==> src/rtl/llim_pkg.sv <==
// Package: shared FSM encoding and shift-register defaults for the matcher.
// Assumes: nothing beyond IEEE 1800-2017.
package llim_pkg;

    typedef enum logic {
        ST_IDLE = 1'b0,
        ST_SCAN = 1'b1
    } scan_state_t;

    localparam int          LFSR_W_DEF    = 16;
    localparam logic [15:0] LFSR_TAPS_DEF = 16'hB400;
    localparam logic [15:0] LFSR_SEED_DEF = 16'hACE1;

endpackage

==> src/rtl/llim_lfsr.sv <==
// Module: free-running Fibonacci shift register used as a random source.
// Assumes: TAPS gives a maximal sequence for WIDTH; SEED is nonzero.
module llim_lfsr #(
    parameter int               WIDTH = 16,
    parameter logic [WIDTH-1:0] TAPS  = 16'hB400,
    parameter logic [WIDTH-1:0] SEED  = 16'hACE1
) (
    input  logic             clk,
    input  logic             rst_n,
    output logic [WIDTH-1:0] value
);
    logic feedback;

    // Parity of the tapped bits feeds the low end.
    always_comb feedback = ^(value & TAPS);

    // Advance every cycle, reloading the seed on reset or a stuck-at-zero state.
    always_ff @(posedge clk) begin
        if (!rst_n || value == '0) begin
            value <= SEED;
        end else begin
            value <= {value[WIDTH-2:0], feedback};
        end
    end
endmodule

==> src/rtl/llim_table.sv <==
// Module: storage for DEPTH interval-pair entries with keep bits.
// An entry is usable when kept and both of its intervals are non-empty.
// Assumes: the caller gates wr_en so writes only occur while idle.
module llim_table #(
    parameter int DATA_W = 8,
    parameter int DEPTH  = 8,
    localparam int IDX_W = $clog2(DEPTH),
    localparam int CNT_W = $clog2(DEPTH + 1)
) (
    input  logic              clk,
    input  logic              rst_n,
    input  logic              wr_en,
    input  logic [IDX_W-1:0]  wr_addr,
    input  logic              wr_keep,
    input  logic [DATA_W-1:0] wr_a_lo,
    input  logic [DATA_W-1:0] wr_a_hi,
    input  logic [DATA_W-1:0] wr_b_lo,
    input  logic [DATA_W-1:0] wr_b_hi,
    input  logic [IDX_W-1:0]  rd_idx,
    output logic              rd_usable,
    output logic [DATA_W-1:0] rd_a_lo,
    output logic [DATA_W-1:0] rd_a_hi,
    output logic [DATA_W-1:0] rd_b_lo,
    output logic [DATA_W-1:0] rd_b_hi,
    output logic [CNT_W-1:0]  usable_cnt
);
    logic [DEPTH-1:0]  keep_q;
    logic [DEPTH-1:0]  usable_vec;
    logic [DATA_W-1:0] a_lo_m [DEPTH];
    logic [DATA_W-1:0] a_hi_m [DEPTH];
    logic [DATA_W-1:0] b_lo_m [DEPTH];
    logic [DATA_W-1:0] b_hi_m [DEPTH];

    // Keep bits: cleared by reset, set or cleared by a write.
    always_ff @(posedge clk) begin
        if (!rst_n) begin
            keep_q <= '0;
        end else if (wr_en) begin
            keep_q[wr_addr] <= wr_keep;
        end
    end

    // Interval bounds: plain storage without reset.
    always_ff @(posedge clk) begin
        if (wr_en) begin
            a_lo_m[wr_addr] <= wr_a_lo;
            a_hi_m[wr_addr] <= wr_a_hi;
            b_lo_m[wr_addr] <= wr_b_lo;
            b_hi_m[wr_addr] <= wr_b_hi;
        end
    end

    // Per-entry usability: kept and both intervals well formed.
    for (genvar g = 0; g < DEPTH; g++) begin : g_usable
        assign usable_vec[g] = keep_q[g]
                             && (a_lo_m[g] <= a_hi_m[g])
                             && (b_lo_m[g] <= b_hi_m[g]);
    end

    // Population count of usable entries.
    always_comb begin
        usable_cnt = '0;
        for (int i = 0; i < DEPTH; i++) begin
            usable_cnt = usable_cnt + CNT_W'(usable_vec[i]);
        end
    end

    // Read port addressed by the scan index.
    always_comb begin
        rd_usable = usable_vec[rd_idx];
        rd_a_lo   = a_lo_m[rd_idx];
        rd_a_hi   = a_hi_m[rd_idx];
        rd_b_lo   = b_lo_m[rd_idx];
        rd_b_hi   = b_hi_m[rd_idx];
    end
endmodule

==> src/rtl/llim_overlap.sv <==
// Module: closed-interval pair intersection test.
// Overlap requires both operands to intersect and neither side to be empty.
// Assumes: unsigned bounds.
module llim_overlap #(
    parameter int DATA_W = 8
) (
    input  logic [DATA_W-1:0] e_a_lo,
    input  logic [DATA_W-1:0] e_a_hi,
    input  logic [DATA_W-1:0] e_b_lo,
    input  logic [DATA_W-1:0] e_b_hi,
    input  logic [DATA_W-1:0] q_a_lo,
    input  logic [DATA_W-1:0] q_a_hi,
    input  logic [DATA_W-1:0] q_b_lo,
    input  logic [DATA_W-1:0] q_b_hi,
    output logic              overlap
);
    logic nonempty;
    logic meet_a;
    logic meet_b;

    // All four intervals must be well formed.
    always_comb nonempty = (e_a_lo <= e_a_hi) && (e_b_lo <= e_b_hi)
                        && (q_a_lo <= q_a_hi) && (q_b_lo <= q_b_hi);

    // Inclusive-endpoint intersection on each operand.
    always_comb begin
        meet_a = (e_a_lo <= q_a_hi) && (q_a_lo <= e_a_hi);
        meet_b = (e_b_lo <= q_b_hi) && (q_b_lo <= e_b_hi);
    end

    // Combined verdict.
    always_comb overlap = nonempty && meet_a && meet_b;
endmodule

==> src/rtl/llim_scan_ctrl.sv <==
// Module: lookup sequencer. It captures the query on start, walks the table one
// entry per cycle, stops at the first overlap, and on a miss returns the
// chosen replacement pair.
// Assumes: the table does not change while busy; lfsr_val is free running.
module llim_scan_ctrl
    import llim_pkg::*;
#(
    parameter int DATA_W = 8,
    parameter int DEPTH  = 8,
    parameter int LFSR_W = 16,
    localparam int IDX_W = $clog2(DEPTH),
    localparam int CNT_W = $clog2(DEPTH + 1)
) (
    input  logic              clk,
    input  logic              rst_n,
    input  logic              start,
    input  logic              rand_pick,
    input  logic [DATA_W-1:0] in_a_lo,
    input  logic [DATA_W-1:0] in_a_hi,
    input  logic [DATA_W-1:0] in_b_lo,
    input  logic [DATA_W-1:0] in_b_hi,
    input  logic [LFSR_W-1:0] lfsr_val,
    input  logic [CNT_W-1:0]  usable_cnt,
    input  logic              ent_usable,
    input  logic              ent_overlap,
    input  logic [DATA_W-1:0] ent_a_lo,
    input  logic [DATA_W-1:0] ent_a_hi,
    input  logic [DATA_W-1:0] ent_b_lo,
    input  logic [DATA_W-1:0] ent_b_hi,
    output logic [IDX_W-1:0]  scan_idx,
    output logic [DATA_W-1:0] qr_a_lo,
    output logic [DATA_W-1:0] qr_a_hi,
    output logic [DATA_W-1:0] qr_b_lo,
    output logic [DATA_W-1:0] qr_b_hi,
    output logic              busy,
    output logic              done,
    output logic              hit,
    output logic              cp_needed,
    output logic [IDX_W-1:0]  match_idx,
    output logic              force_valid,
    output logic [IDX_W-1:0]  force_idx,
    output logic [DATA_W-1:0] force_a_lo,
    output logic [DATA_W-1:0] force_a_hi,
    output logic [DATA_W-1:0] force_b_lo,
    output logic [DATA_W-1:0] force_b_hi
);
    localparam logic [IDX_W-1:0] LAST_IDX = IDX_W'(DEPTH - 1);

    scan_state_t       state;
    logic [CNT_W-1:0]  target_ord;
    logic [CNT_W-1:0]  seen_cnt;
    logic              pick_found;
    logic [IDX_W-1:0]  pick_idx;
    logic [DATA_W-1:0] pick_a_lo, pick_a_hi, pick_b_lo, pick_b_hi;
    logic              pick_now;
    logic              accept;
    logic [LFSR_W-1:0] rand_mod;

    // A start is honoured only while idle.
    always_comb accept = (state == ST_IDLE) && start;

    // Ordinal of the usable entry to force in random mode.
    always_comb begin
        if (usable_cnt == '0) begin
            rand_mod = '0;
        end else begin
            rand_mod = lfsr_val % LFSR_W'(usable_cnt);
        end
    end

    // The current entry is the replacement when it is the target-th usable one.
    always_comb pick_now = (state == ST_SCAN) && ent_usable && !pick_found
                        && (seen_cnt == target_ord);

    always_comb busy = (state == ST_SCAN);

    // State, scan index and captured query.
    always_ff @(posedge clk) begin
        if (!rst_n) begin
            state      <= ST_IDLE;
            scan_idx   <= '0;
            qr_a_lo    <= '0;
            qr_a_hi    <= '0;
            qr_b_lo    <= '0;
            qr_b_hi    <= '0;
            target_ord <= '0;
        end else if (accept) begin
            state      <= ST_SCAN;
            scan_idx   <= '0;
            qr_a_lo    <= in_a_lo;
            qr_a_hi    <= in_a_hi;
            qr_b_lo    <= in_b_lo;
            qr_b_hi    <= in_b_hi;
            target_ord <= rand_pick ? CNT_W'(rand_mod) : '0;
        end else if (state == ST_SCAN) begin
            if ((ent_usable && ent_overlap) || scan_idx == LAST_IDX) begin
                state <= ST_IDLE;
            end else begin
                scan_idx <= scan_idx + 1'b1;
            end
        end
    end

    // Replacement tracking while the walk is in progress.
    always_ff @(posedge clk) begin
        if (!rst_n || accept) begin
            seen_cnt   <= '0;
            pick_found <= 1'b0;
            pick_idx   <= '0;
            pick_a_lo  <= '0;
            pick_a_hi  <= '0;
            pick_b_lo  <= '0;
            pick_b_hi  <= '0;
        end else if (state == ST_SCAN) begin
            if (ent_usable) begin
                seen_cnt <= seen_cnt + 1'b1;
            end
            if (pick_now) begin
                pick_found <= 1'b1;
                pick_idx   <= scan_idx;
                pick_a_lo  <= ent_a_lo;
                pick_a_hi  <= ent_a_hi;
                pick_b_lo  <= ent_b_lo;
                pick_b_hi  <= ent_b_hi;
            end
        end
    end

    // Result registers: loaded at the end of a scan, otherwise held.
    always_ff @(posedge clk) begin
        if (!rst_n) begin
            done        <= 1'b0;
            hit         <= 1'b0;
            cp_needed   <= 1'b0;
            match_idx   <= '0;
            force_valid <= 1'b0;
            force_idx   <= '0;
            force_a_lo  <= '0;
            force_a_hi  <= '0;
            force_b_lo  <= '0;
            force_b_hi  <= '0;
        end else begin
            done <= 1'b0;
            if (state == ST_SCAN && ent_usable && ent_overlap) begin
                done        <= 1'b1;
                hit         <= 1'b1;
                cp_needed   <= 1'b0;
                match_idx   <= scan_idx;
                force_valid <= 1'b0;
                force_idx   <= '0;
                force_a_lo  <= '0;
                force_a_hi  <= '0;
                force_b_lo  <= '0;
                force_b_hi  <= '0;
            end else if (state == ST_SCAN && scan_idx == LAST_IDX) begin
                done        <= 1'b1;
                hit         <= 1'b0;
                cp_needed   <= 1'b1;
                match_idx   <= '0;
                force_valid <= pick_found || pick_now;
                force_idx   <= pick_now ? scan_idx : pick_idx;
                force_a_lo  <= pick_now ? ent_a_lo : pick_a_lo;
                force_a_hi  <= pick_now ? ent_a_hi : pick_a_hi;
                force_b_lo  <= pick_now ? ent_b_lo : pick_b_lo;
                force_b_hi  <= pick_now ? ent_b_hi : pick_b_hi;
            end
        end
    end
endmodule

==> src/rtl/llim_matcher.sv <==
// Module: top of the interval-pair matcher. It joins table, overlap test,
// random source and sequencer, and blocks table writes while a lookup runs.
// Assumes: synchronous active-low reset; DEPTH >= 2.
module llim_matcher
    import llim_pkg::*;
#(
    parameter int DATA_W = 8,
    parameter int DEPTH  = 8,
    parameter int LFSR_W = LFSR_W_DEF,
    parameter logic [LFSR_W-1:0] LFSR_TAPS = LFSR_TAPS_DEF,
    parameter logic [LFSR_W-1:0] LFSR_SEED = LFSR_SEED_DEF,
    localparam int IDX_W = $clog2(DEPTH),
    localparam int CNT_W = $clog2(DEPTH + 1)
) (
    input  logic              clk,
    input  logic              rst_n,
    input  logic              wr_en,
    input  logic [IDX_W-1:0]  wr_addr,
    input  logic              wr_keep,
    input  logic [DATA_W-1:0] wr_a_lo,
    input  logic [DATA_W-1:0] wr_a_hi,
    input  logic [DATA_W-1:0] wr_b_lo,
    input  logic [DATA_W-1:0] wr_b_hi,
    input  logic              start,
    input  logic              rand_pick,
    input  logic [DATA_W-1:0] q_a_lo,
    input  logic [DATA_W-1:0] q_a_hi,
    input  logic [DATA_W-1:0] q_b_lo,
    input  logic [DATA_W-1:0] q_b_hi,
    output logic              busy,
    output logic              done,
    output logic              hit,
    output logic              cp_needed,
    output logic [IDX_W-1:0]  match_idx,
    output logic              force_valid,
    output logic [IDX_W-1:0]  force_idx,
    output logic [DATA_W-1:0] force_a_lo,
    output logic [DATA_W-1:0] force_a_hi,
    output logic [DATA_W-1:0] force_b_lo,
    output logic [DATA_W-1:0] force_b_hi
);
    logic              tbl_we;
    logic [IDX_W-1:0]  scan_idx;
    logic              ent_usable;
    logic              ent_overlap;
    logic [DATA_W-1:0] ent_a_lo, ent_a_hi, ent_b_lo, ent_b_hi;
    logic [DATA_W-1:0] qr_a_lo, qr_a_hi, qr_b_lo, qr_b_hi;
    logic [CNT_W-1:0]  usable_cnt;
    logic [LFSR_W-1:0] lfsr_val;

    // Writes pass only while no lookup is running.
    always_comb tbl_we = wr_en && !busy;

    llim_table #(.DATA_W(DATA_W), .DEPTH(DEPTH)) u_table (
        .clk(clk), .rst_n(rst_n),
        .wr_en(tbl_we), .wr_addr(wr_addr), .wr_keep(wr_keep),
        .wr_a_lo(wr_a_lo), .wr_a_hi(wr_a_hi), .wr_b_lo(wr_b_lo), .wr_b_hi(wr_b_hi),
        .rd_idx(scan_idx), .rd_usable(ent_usable),
        .rd_a_lo(ent_a_lo), .rd_a_hi(ent_a_hi), .rd_b_lo(ent_b_lo), .rd_b_hi(ent_b_hi),
        .usable_cnt(usable_cnt)
    );

    llim_overlap #(.DATA_W(DATA_W)) u_overlap (
        .e_a_lo(ent_a_lo), .e_a_hi(ent_a_hi), .e_b_lo(ent_b_lo), .e_b_hi(ent_b_hi),
        .q_a_lo(qr_a_lo), .q_a_hi(qr_a_hi), .q_b_lo(qr_b_lo), .q_b_hi(qr_b_hi),
        .overlap(ent_overlap)
    );

    llim_lfsr #(.WIDTH(LFSR_W), .TAPS(LFSR_TAPS), .SEED(LFSR_SEED)) u_lfsr (
        .clk(clk), .rst_n(rst_n), .value(lfsr_val)
    );

    llim_scan_ctrl #(.DATA_W(DATA_W), .DEPTH(DEPTH), .LFSR_W(LFSR_W)) u_ctrl (
        .clk(clk), .rst_n(rst_n), .start(start), .rand_pick(rand_pick),
        .in_a_lo(q_a_lo), .in_a_hi(q_a_hi), .in_b_lo(q_b_lo), .in_b_hi(q_b_hi),
        .lfsr_val(lfsr_val), .usable_cnt(usable_cnt),
        .ent_usable(ent_usable), .ent_overlap(ent_overlap),
        .ent_a_lo(ent_a_lo), .ent_a_hi(ent_a_hi), .ent_b_lo(ent_b_lo), .ent_b_hi(ent_b_hi),
        .scan_idx(scan_idx),
        .qr_a_lo(qr_a_lo), .qr_a_hi(qr_a_hi), .qr_b_lo(qr_b_lo), .qr_b_hi(qr_b_hi),
        .busy(busy), .done(done), .hit(hit), .cp_needed(cp_needed),
        .match_idx(match_idx), .force_valid(force_valid), .force_idx(force_idx),
        .force_a_lo(force_a_lo), .force_a_hi(force_a_hi),
        .force_b_lo(force_b_lo), .force_b_hi(force_b_hi)
    );
endmodule

==> config.mk <==
export PLATFORM = sky130hd
export DESIGN_NAME = llim_matcher
export DESIGN_NICKNAME = d
export VERILOG_FILES = /design/src/rtl/llim_pkg.sv /design/src/rtl/llim_lfsr.sv /design/src/rtl/llim_table.sv /design/src/rtl/llim_overlap.sv /design/src/rtl/llim_scan_ctrl.sv /design/src/rtl/llim_matcher.sv
export SDC_FILE = /design/constraint.sdc
export NUM_CORES = 1
export LEC_CHECK = 0
export BUFFER_PORTS_ARGS = -buffer_cell sky130_fd_sc_hd__buf_2
export CORE_ASPECT_RATIO = 0.7
export CORE_MARGIN = 3
export CORE_UTILIZATION = 50
export DETAILED_ROUTE_END_ITERATION = 8
export PLACE_DENSITY = 0.71
export SYNTH_ARGS = -nofsm -noshare
export SYNTH_HDL_FRONTEND = slang
export SYNTH_SLANG_ARGS = --single-unit
export TNS_END_PERCENT = 50
==> constraint.sdc <==
create_clock -name clk -period 31.3 [get_ports clk]
set_input_delay 1.565 -clock clk [delete_from_list [all_inputs] [get_ports clk]]
set_output_delay 1.565 -clock clk [all_outputs]
set_load 0.005 [all_outputs]
==> results.ini <==
[grt]
grt_pass1_vias = 18000
grt.total_usage_pct = 25.6
grt_max_degree = 69
antenna_found_initial = 4
grt_remaining_overflow = 0
grt_pass1_wl_mm = 101

[logic_synthesis]
syn_area_per_cell_sq_um = 10.8
synth_ff_type = edfxtp_1
synth.net_count = 2575
yosysUniqueCellTypes = 109
async_flop_share_pct = 0
yosysSeqAreaShare_pct = 44.2
ys_seq_elements = 405
synth_area_leader_cell = edfxtp_1
synth-warning-count = 0
synth_edf_count = 256
yosys-top-cells-area = edfxtp_1 (32%), ha_1 (13%), dfxtp_1 (12%)
yosysTopAreaCellShare_pct = 31.9
netlist_area_sq_um = 24100
synthCells = 2239

[drt]
vias_per_cell = 6.14
first_pass_iters = 5
drtIter0Drc = 1955
wl_met1_mm = 30.4
wire_per_inst_um = 22.1
remaining_drc_errors = 0
dr_wl_met3_mm = 7.45
highest_layer = met5
vias = 18500
totalWireLength_mm = 66.5
ant_nets = 0
wl_met2_mm = 27.3

[place]
port_buffers = 115
gp_congestion = 0.944
hpwl_mm = 48.6

[critical_path]
cp-start-kind = flip-flop
crit_type = flip-flop to flip-flop
rrSetupSlack_ps = 1560
cpMostUsedCell = o21a_1
cp.arrival_ps = 30160
worst_path_largest_cell_delay_ps = 520
rr_endpoint = u_ctrl.target_ord[3]
path_max_fanout = 8
required_ps = 31720
r2r-start = u_table.a_hi_m[1][1]
crit_path_end_kind = flip-flop
r2r_cells = 152
slowest_stage = fa_1

[floorplanning]
die_h_um = 190
start_util_pct = 51.3
core-area_sq_um = 47100
die_area_sq_um = 51000
io_pins = 116
die_x_um = 269
num_rows = 66

[worst_hold_path]
min_to = u_ctrl.target_ord[0]
whs_path_depth = 2
min_from = u_ctrl.target_ord[0]
min_path_type = flip-flop to flip-flop

[cells_and_area]
drive_gt1_share_pct = 19.5
layout_common_cells = edfxtp_1 (256), ha_1 (255), nor2_1 (179)
num-nets-final = 2713
layout.cells.most_common = edfxtp_1
area_growth_pct = 13.2

[clock_tree]
cts-htree-levels = 2
cts_hold_buf = 0
cts.sink_count = 405
clk_pin_slew_ps = 70
numCtsBuffers = 38
cts_tree = built
clockBufferDepth = 3
clock_latency_ps = 550
clock-root-buffer = clkbuf_16

[flow_run]
maxCapViolCount = 0

[timing]
fmax_mhz = 33.6
finalClockSkew_ps = 18.9
tightest_slew_ps = 1120
hold_violations = 0
setup_viol = 0
slew_headroom_pct = 24.8
period_share_pct = 95.0
slew_violations = 0
fin_crit_ps = 29740
fin_hold_ws_ps = 485
setup_tns_ps = 0

[status]
status = completed

cell usage after synthesis (all sizes together) (4+ instances only):
library cell	count
ha	258
edfxtp	256
nor2	202
inv	176
o21ai	156
dfxtp	149
a21oi	129
nand2	110
mux4	65
nand3	60
mux2i	59
clkbuf	56
o21a	50
nor3	45
a21o	44
nand2b	41
mux2	35
nor2b	35
and3	24
nand4	23
or2	19
and2	17
buf	17
xnor2	17
a22o	16
o211ai	14
o31ai	13
xor2	13
a211oi	12
nor4	11
a31oi	9
or3	9
nand3b	7
a211o	5
fa	5
nor3b	5
o22ai	5
o31a	5
a21boi	4
o221ai	4
o22a	4
o32ai	4
stage by stage:
step	std cells	setup WS [ps]	cell area, sq um	utilization (%)
3_5_place_dp	2927	-1070	25500	54.2
5_1_grt	3017	-267	27300	58.0
4_1_cts	2995	83.5	26800	57.0
3_3_place_gp	2927	247	25500	54.2
2_1_floorplan	2239	829	24100	-
6_report	3017	1560	27300	58.0
state kept, by name, indices dropped and copies added (netlist names), 16 cells and up, named ones only:
register        cells
u_lfsr.value       16
u_table.a_hi_m     64
u_table.b_hi_m     64
u_table.a_lo_m     64
u_table.b_lo_m     64
worst max-delay path by stage:
stage | startpoint | endpoint | slack [ps]
finish | u_table.a_hi_m[1][1] | u_ctrl.target_ord[3] | 1560
global route | u_table.a_hi_m[1][1] | u_ctrl.target_ord[1] | -270
global placement | u_table.a_lo_m[1][1] | u_ctrl.target_ord[1] | 250
detailed placement | u_table.a_lo_m[1][1] | u_ctrl.target_ord[1] | -1070
floorplan | u_table.a_lo_m[1][1] | u_ctrl.target_ord[1] | 830
CTS | u_table.a_lo_m[1][1] | u_ctrl.target_ord[1] | 80
layout make-up:
type	instances	area [sq um]
antenna	2	5.00
clock buffer	48	1050
clock inverter	18	204
fill	3833	19800
inverter	177	664
multi-input combinational	1584	13000
sequential	405	10700
tap	612	766
timing repair buffer	171	996
critical path, delay by kind of cell, from the launching register on:
kind / cells / cell delay [ps]
fa+ha+maj: 21 / 6780
mux: 8 / 2110
compound gates: 58 / 9890
buf+inv: 12 / 1390
flops: 1 / 410
simple gates: 53 / 8940
logic make-up (layout without fill, tap and decap cells):
logic type	Yosys count	in the layout	synth area share (%)
other cells	0	2	0
buf+inv	250	414	4.01
xor+xnor	30	30	1.09
compound gates	503	503	13.5
simple gates	627	627	13.0
mux	159	159	10.3
fa+ha+maj	265	265	13.9
flops	405	405	44.2
metal layers:
layer  track usage (%)  vias to the layer above
met5              2.03                        -
met4              5.31                        4
met3              8.36                      104
met2              35.8                      815
met1              38.3                     9028
li1                  -                     8563
repair_timing:
action / in CTS / in global routing
endpoints found under the setup margin: 4 / 4
resized for setup: 18 / 76
setup buffers: 2 / 20
pin swaps: 0 / 29
Power is left out: the tool's default activity adds up to more than one toggle a clock period on the data nets, which glitch-free logic cannot reach.
